**config.mk**
```make
export PLATFORM = sky130hd
export DESIGN_NAME = pe_zg_cell
export DESIGN_NICKNAME = d
export VERILOG_FILES = /design/src/rtl/pe_pkg.sv /design/src/rtl/pe_fwd_regs.sv /design/src/rtl/pe_ctrl.sv /design/src/rtl/pe_mac.sv /design/src/rtl/pe_reserve.sv /design/src/rtl/pe_zg_cell.sv
export SDC_FILE = /design/constraint.sdc
export NUM_CORES = 1
export LEC_CHECK = 0
export BUFFER_PORTS_ARGS = -buffer_cell sky130_fd_sc_hd__buf_2
export CAP_MARGIN = 20
export CORE_ASPECT_RATIO = 0.6
export CORE_MARGIN = 3
export CORE_UTILIZATION = 65
export CTS_CLUSTER_DIAMETER = 80
export CTS_CLUSTER_SIZE = 8
export DETAILED_ROUTE_END_ITERATION = 8
export PLACE_DENSITY = 0.88
export SYNTH_ARGS = -nofsm -noshare
export SYNTH_HDL_FRONTEND = slang
export SYNTH_SLANG_ARGS = --single-unit
export TNS_END_PERCENT = 30
```
**constraint.sdc**
```tcl
create_clock -name clk -period 3.7 [get_ports clk]
set_input_delay 0.555 -clock clk [delete_from_list [all_inputs] [get_ports clk]]
set_output_delay 0.555 -clock clk [all_outputs]
set_load 0.05 [all_outputs]
```
**src/rtl/pe_pkg.sv**
```systemverilog
package pe_pkg;
  typedef enum logic [1:0] {
    ACC_HOLD = 2'd0,
    ACC_ADD  = 2'd1,
    ACC_SWAP = 2'd2
  } acc_op_e;

  typedef enum logic [1:0] {
    RSV_HOLD  = 2'd0,
    RSV_SHIFT = 2'd1,
    RSV_TAKE  = 2'd2
  } rsv_op_e;
endpackage

```
**src/rtl/pe_fwd_regs.sv**
```systemverilog
module pe_fwd_regs #(
  parameter int OPW = 8
) (
  input  logic                  clk,
  input  logic                  rst_n,
  input  logic                  en,
  input  logic signed [OPW-1:0] w_in,
  input  logic signed [OPW-1:0] a_in,
  input  logic                  sw_in,
  output logic signed [OPW-1:0] w_out,
  output logic signed [OPW-1:0] a_out,
  output logic                  sw_out
);
  always_ff @(posedge clk or negedge rst_n) begin
    if (!rst_n) begin
      w_out  <= '0;
      a_out  <= '0;
      sw_out <= 1'b0;
    end else if (en) begin
      w_out  <= w_in;
      a_out  <= a_in;
      sw_out <= sw_in;
    end
  end

  // enabled cycles forward all three operands
  p_forward_r2: assert property (@(posedge clk) disable iff (!rst_n)
    en |=> (w_out == $past(w_in)) && (a_out == $past(a_in)) && (sw_out == $past(sw_in)));

  // a stall holds the forwarding registers
  p_fwd_frozen_r8: assert property (@(posedge clk) disable iff (!rst_n)
    !en |=> $stable(w_out) && $stable(a_out) && $stable(sw_out));
endmodule

```
**src/rtl/pe_ctrl.sv**
```systemverilog
module pe_ctrl
  import pe_pkg::*;
#(
  parameter int OPW = 8
) (
  input  logic                  en,
  input  logic                  scan_en,
  input  logic                  sw_in,
  input  logic signed [OPW-1:0] w_in,
  input  logic signed [OPW-1:0] a_in,
  output acc_op_e               acc_op,
  output rsv_op_e               rsv_op
);
  logic operand_zero;

  assign operand_zero = (w_in == '0) || (a_in == '0);

  always_comb begin
    acc_op = ACC_HOLD;
    rsv_op = RSV_HOLD;
    if (en) begin
      if (sw_in) begin
        // the swap has priority over any scan request
        acc_op = ACC_SWAP;
        rsv_op = RSV_TAKE;
      end else begin
        if (!operand_zero) acc_op = ACC_ADD;
        if (scan_en)       rsv_op = RSV_SHIFT;
      end
    end
  end
endmodule

```
**src/rtl/pe_mac.sv**
```systemverilog
module pe_mac
  import pe_pkg::*;
#(
  parameter int OPW   = 8,
  parameter int GUARD = 4,
  localparam int PW   = 2 * OPW,
  localparam int ACCW = PW + GUARD
) (
  input  logic                  clk,
  input  logic                  rst_n,
  input  logic                  en,
  input  logic                  sw_in,
  input  acc_op_e               acc_op,
  input  logic signed [OPW-1:0] w_in,
  input  logic signed [OPW-1:0] a_in,
  input  logic [ACCW-1:0]       rsv_q,
  output logic [ACCW-1:0]       acc_q
);
  logic signed [PW-1:0] prod;
  logic [ACCW-1:0]      prod_ext;

  assign prod     = w_in * a_in;
  assign prod_ext = {{GUARD{prod[PW-1]}}, prod};

  // additions truncate to ACCW bits, giving wrap-around
  always_ff @(posedge clk or negedge rst_n) begin
    if (!rst_n) begin
      acc_q <= '0;
    end else begin
      unique case (acc_op)
        ACC_ADD:  acc_q <= acc_q + prod_ext;
        ACC_SWAP: acc_q <= rsv_q + prod_ext;
        default:  acc_q <= acc_q;
      endcase
    end
  end

  // a zero operand leaves the accumulator untouched
  p_zero_gate_r4: assert property (@(posedge clk) disable iff (!rst_n)
    (en && !sw_in && ((w_in == '0) || (a_in == '0))) |=> $stable(acc_q));

  // a non-zero product is added modulo 2^ACCW
  p_mac_add_r3: assert property (@(posedge clk) disable iff (!rst_n)
    (en && !sw_in && (w_in != '0) && (a_in != '0)) |=>
      (acc_q == ACCW'($past(acc_q) + $past(prod_ext))));

  // a stall holds the accumulator
  p_acc_frozen_r8: assert property (@(posedge clk) disable iff (!rst_n)
    !en |=> $stable(acc_q));
endmodule

```
**src/rtl/pe_reserve.sv**
```systemverilog
module pe_reserve
  import pe_pkg::*;
#(
  parameter int ACCW = 20
) (
  input  logic            clk,
  input  logic            rst_n,
  input  logic            en,
  input  logic            sw_in,
  input  logic            scan_en,
  input  rsv_op_e         rsv_op,
  input  logic [ACCW-1:0] scan_in,
  input  logic [ACCW-1:0] acc_q,
  output logic [ACCW-1:0] rsv_q
);
  always_ff @(posedge clk or negedge rst_n) begin
    if (!rst_n) begin
      rsv_q <= '0;
    end else begin
      unique case (rsv_op)
        RSV_SHIFT: rsv_q <= scan_in;
        RSV_TAKE:  rsv_q <= acc_q;
        default:   rsv_q <= rsv_q;
      endcase
    end
  end

  // a swap moves the accumulator into the reserve, even with scan_en high
  p_swap_take_r5: assert property (@(posedge clk) disable iff (!rst_n)
    (en && sw_in) |=> (rsv_q == $past(acc_q)));

  // a scan shift loads the value from the right-hand neighbour
  p_scan_shift_r6: assert property (@(posedge clk) disable iff (!rst_n)
    (en && scan_en && !sw_in) |=> (rsv_q == $past(scan_in)));

  // a stall holds the reserve
  p_rsv_frozen_r8: assert property (@(posedge clk) disable iff (!rst_n)
    !en |=> $stable(rsv_q));
endmodule

```
**src/rtl/pe_zg_cell.sv**
```systemverilog
module pe_zg_cell
  import pe_pkg::*;
#(
  parameter int OPW   = 8,
  parameter int GUARD = 4,
  localparam int ACCW = 2 * OPW + GUARD
) (
  input  logic                  clk,
  input  logic                  rst_n,
  input  logic                  en,
  input  logic                  scan_en,
  input  logic signed [OPW-1:0] w_in,
  input  logic signed [OPW-1:0] a_in,
  input  logic                  sw_in,
  input  logic [ACCW-1:0]       scan_in,
  output logic signed [OPW-1:0] w_out,
  output logic signed [OPW-1:0] a_out,
  output logic                  sw_out,
  output logic [ACCW-1:0]       scan_out
);
  acc_op_e         acc_op;
  rsv_op_e         rsv_op;
  logic [ACCW-1:0] acc_q;
  logic [ACCW-1:0] rsv_q;

  pe_fwd_regs #(.OPW(OPW)) u_fwd (
    .clk(clk), .rst_n(rst_n), .en(en),
    .w_in(w_in), .a_in(a_in), .sw_in(sw_in),
    .w_out(w_out), .a_out(a_out), .sw_out(sw_out)
  );

  pe_ctrl #(.OPW(OPW)) u_ctrl (
    .en(en), .scan_en(scan_en), .sw_in(sw_in),
    .w_in(w_in), .a_in(a_in),
    .acc_op(acc_op), .rsv_op(rsv_op)
  );

  pe_mac #(.OPW(OPW), .GUARD(GUARD)) u_mac (
    .clk(clk), .rst_n(rst_n), .en(en), .sw_in(sw_in),
    .acc_op(acc_op), .w_in(w_in), .a_in(a_in),
    .rsv_q(rsv_q), .acc_q(acc_q)
  );

  pe_reserve #(.ACCW(ACCW)) u_rsv (
    .clk(clk), .rst_n(rst_n), .en(en), .sw_in(sw_in), .scan_en(scan_en),
    .rsv_op(rsv_op), .scan_in(scan_in), .acc_q(acc_q), .rsv_q(rsv_q)
  );

  assign scan_out = rsv_q;

  // in a swap-and-scan cycle the reserve takes the accumulator, not the scan input
  p_swap_priority_r7: assert property (@(posedge clk) disable iff (!rst_n)
    (en && sw_in && scan_en && (scan_in != acc_q)) |=> (scan_out != $past(scan_in)));
endmodule

```
==> metrics.txt <==
HPWL after DPL 13.2 mm; cell with the most instances after synthesis inv_1; Clock Tree Root clkbuf_16; placed cells 965; first-pass GRT wire length 33.3 mm; crit share post-route 1.69; die height 82.3 um; largest net degree at the start of global routing 40; final setup vio count 15; max-slew violations 0; initial antenna violation count 0; ys async rst share 1.00; fin nets 1,013; ANT nets after route 0; Max-cap violations 0; area leader, netlist dfrtp_1; beginning of the critical path a_in[4]; layout cells sized above 1 0.431; DR pass1 iterations 8; Netlist cell types 58; row count 27; Avg Vias per Cell 7.19; Setup crit end kind flop; required time of the critical path 3930 ps; H-Tree Depth 3; Finished Layout Cells 1,002; Starting Density 0.678; Slew HR 0.406; DRC viols 0; synthesized cell area 0.00630 mm2; Wirelength per Cell 29.1 um; RD Place Congestion 0.919; Finished Core Util 0.961; Critical R2R Launch u_rsv.rsv_q[2]$_DFFE_PN0P_; Ant. Diodes 0; I/O pin count 78; Setup WS post-layout -2550 ps; Mapped Cells 671; total nets after synthesis 817; Mapped Avg Cell Area 9.39 um2; Num Clock Sinks 57; Port Buf Inserts 77; CTS max path bufs 2; die area 0.0109 mm2; Total GRT Usage 0.395; die width 133 um; violated checks setup timing; via count 7,200; GRT overflow 0; Main synth FF type dfrtp_1; minimum clock period 6250 ps; Post-synth EDFFs 0; Core Area 0.00929 mm2; CP most frequent cell fa_1; vias in the first global route 6,549; TritonCTS clock tree done; Area Growth Syn to Fin 41.8%; setup TNS -26,050 ps; YS warnings 0; Slowest cell on crit path fa_1; CP max stage delay 540 ps; Routed WL 29.2 mm; CP max FO 10; Setup crit start kind primary input; Seq/Total Area, Yosys 0.226; Setup CP Type in -> reg; Synth top area share 0.226; Commonest cells post-synth inv_1, nand2_1, dfrtp_1; status finished, violations left; final hold vios 0; iteration-0 DRC count of the detailed router 1,228; Yosys reg bits 57; pre-CTS setup slack -2440 ps; RSZ-0062 raised after global routing true; number of fillers in the final layout 201; Num CTS Buffers 9; Slew @ Worst Pin 891 ps; critical path arrival 6480 ps; Clock transition at path regs 60 ps; Worst Skew 8.82 ps; Hold Crit Class in -> async; ranking of synthesized cells by area dfrtp_1, fa_1, ha_1, mux2_2, inv_1; highest clock rate 160 MHz; clk_lat worst skew 360 ps
-- per-layer routing --
layer  GRT usage  vias up  wire [um]
li1            -     2616          -
met1       0.463     3277       8950
met2       0.681      900      12300
met3       0.110      407       4550
met4       0.211        0       3410
met5           0        -          0
-- repair_timing --
| action | 4_1_cts | 5_1_grt |
|---|---|---|
| hold buffers | 0 | 0 |
| gates cloned | 0 | 1 |
| resized for setup | 83 | 84 |
| setup buffers | 5 | 18 |
| pin swaps | 48 | 55 |
| setup endpoints to repair | 15 | 15 |
| hold endpoints to repair | 0 | 0 |
-- layout make-up --
class,instances,area [um2],share of cell area
repair buffers,210,1570,0.176
inverters,102,385,0.0432
well taps,130,163,0.0182
flip-flops and latches,57,1430,0.160
multi-input cells,487,5010,0.561
clock buffers,11,253,0.0283
clock inverters,5,125,0.0140
-- placed cells by master, fill, tap and decap left out, types with 5 or more instances in the layout --
cell type and count:
nand2_1 58, xor2_1 10, buf_4 120, nand2_2 7, buf_6 23, a211oi_2 6, fa_2 6, nand3_1 5
fa_1 50, a21oi_1 7, nor2b_1 8, o21ai_2 5, inv_2 10, mux2i_1 23, nor2_1 5, o21ai_1 10
xnor2_1 15, ha_4 14, buf_2 62, and2_4 9, and2_1 35, a21oi_2 9, ha_1 33, dfrtp_1 57
nor3_1 7, a21o_1 10, o21ai_0 34, o211ai_1 5, mux2_2 36, clkbuf_16 10, inv_1 90
-- sequential cells by signal, summed over array words and instances (netlist names) --
register and flops:
u_mac.acc_q 20, u_rsv.rsv_q 20, u_fwd.sw_out 1, u_fwd.a_out 8, u_fwd.w_out 8
-- final timing paths --
| kind | to | slack (ps) | depth (start not counted) |
|---|---|---|---|
| max | u_mac.acc_q[19]$_DFFE_PN0P_ | -2550 | 26 |
| min | u_mac.acc_q[7]$_DFFE_PN0P_ | 310 | 1 |
| max reg2reg | u_mac.acc_q[19]$_DFFE_PN0P_ | 570 | 11 |
| min reg2reg | u_fwd.w_out[7]$_DFFE_PN0P_ | 510 | 1 |
| max in group asynchronous | u_mac.acc_q[15]$_DFFE_PN0P_ | 2520 | 2 |
| min in group clk | u_fwd.w_out[3]$_DFFE_PN0P_ | 500 | 2 |
-- worst max-delay path, delay by kind of cell --
kind,cells,cell delay [ps]
AO/OA/AOI/OAI,13,2220
XOR/XNOR,1,360
adder cells (fa/ha/maj),6,2760
buffers and inverters,5,370
AND/OR/NAND/NOR,1,190
-- logic make-up (layout without fill, tap and decap cells) --
group | count (synthesis) | in the layout | synth area share
DFF | 57 | 57 | 0.226
adders and majority gates | 105 | 105 | 0.275
AOI/OAI and AO/OA | 113 | 113 | 0.111
muxes | 61 | 61 | 0.104
xor gates and xnor gates | 34 | 34 | 0.0582
and+or+nand+nor | 174 | 174 | 0.142
buffers and inverters | 127 | 328 | 0.0820
-- stage by stage --
stage | cell area [um2] | hold WS [ps]
detailed placement | 7730 | 492
CTS | 8420 | 344
global placement | 7730 | 480
floorplan | 6510 | 259
finish | 8930 | 306
global route | 8930 | 371
Power is not shown: default switching activity piles up to over one toggle a cycle in this logic, so the estimate is an artifact.
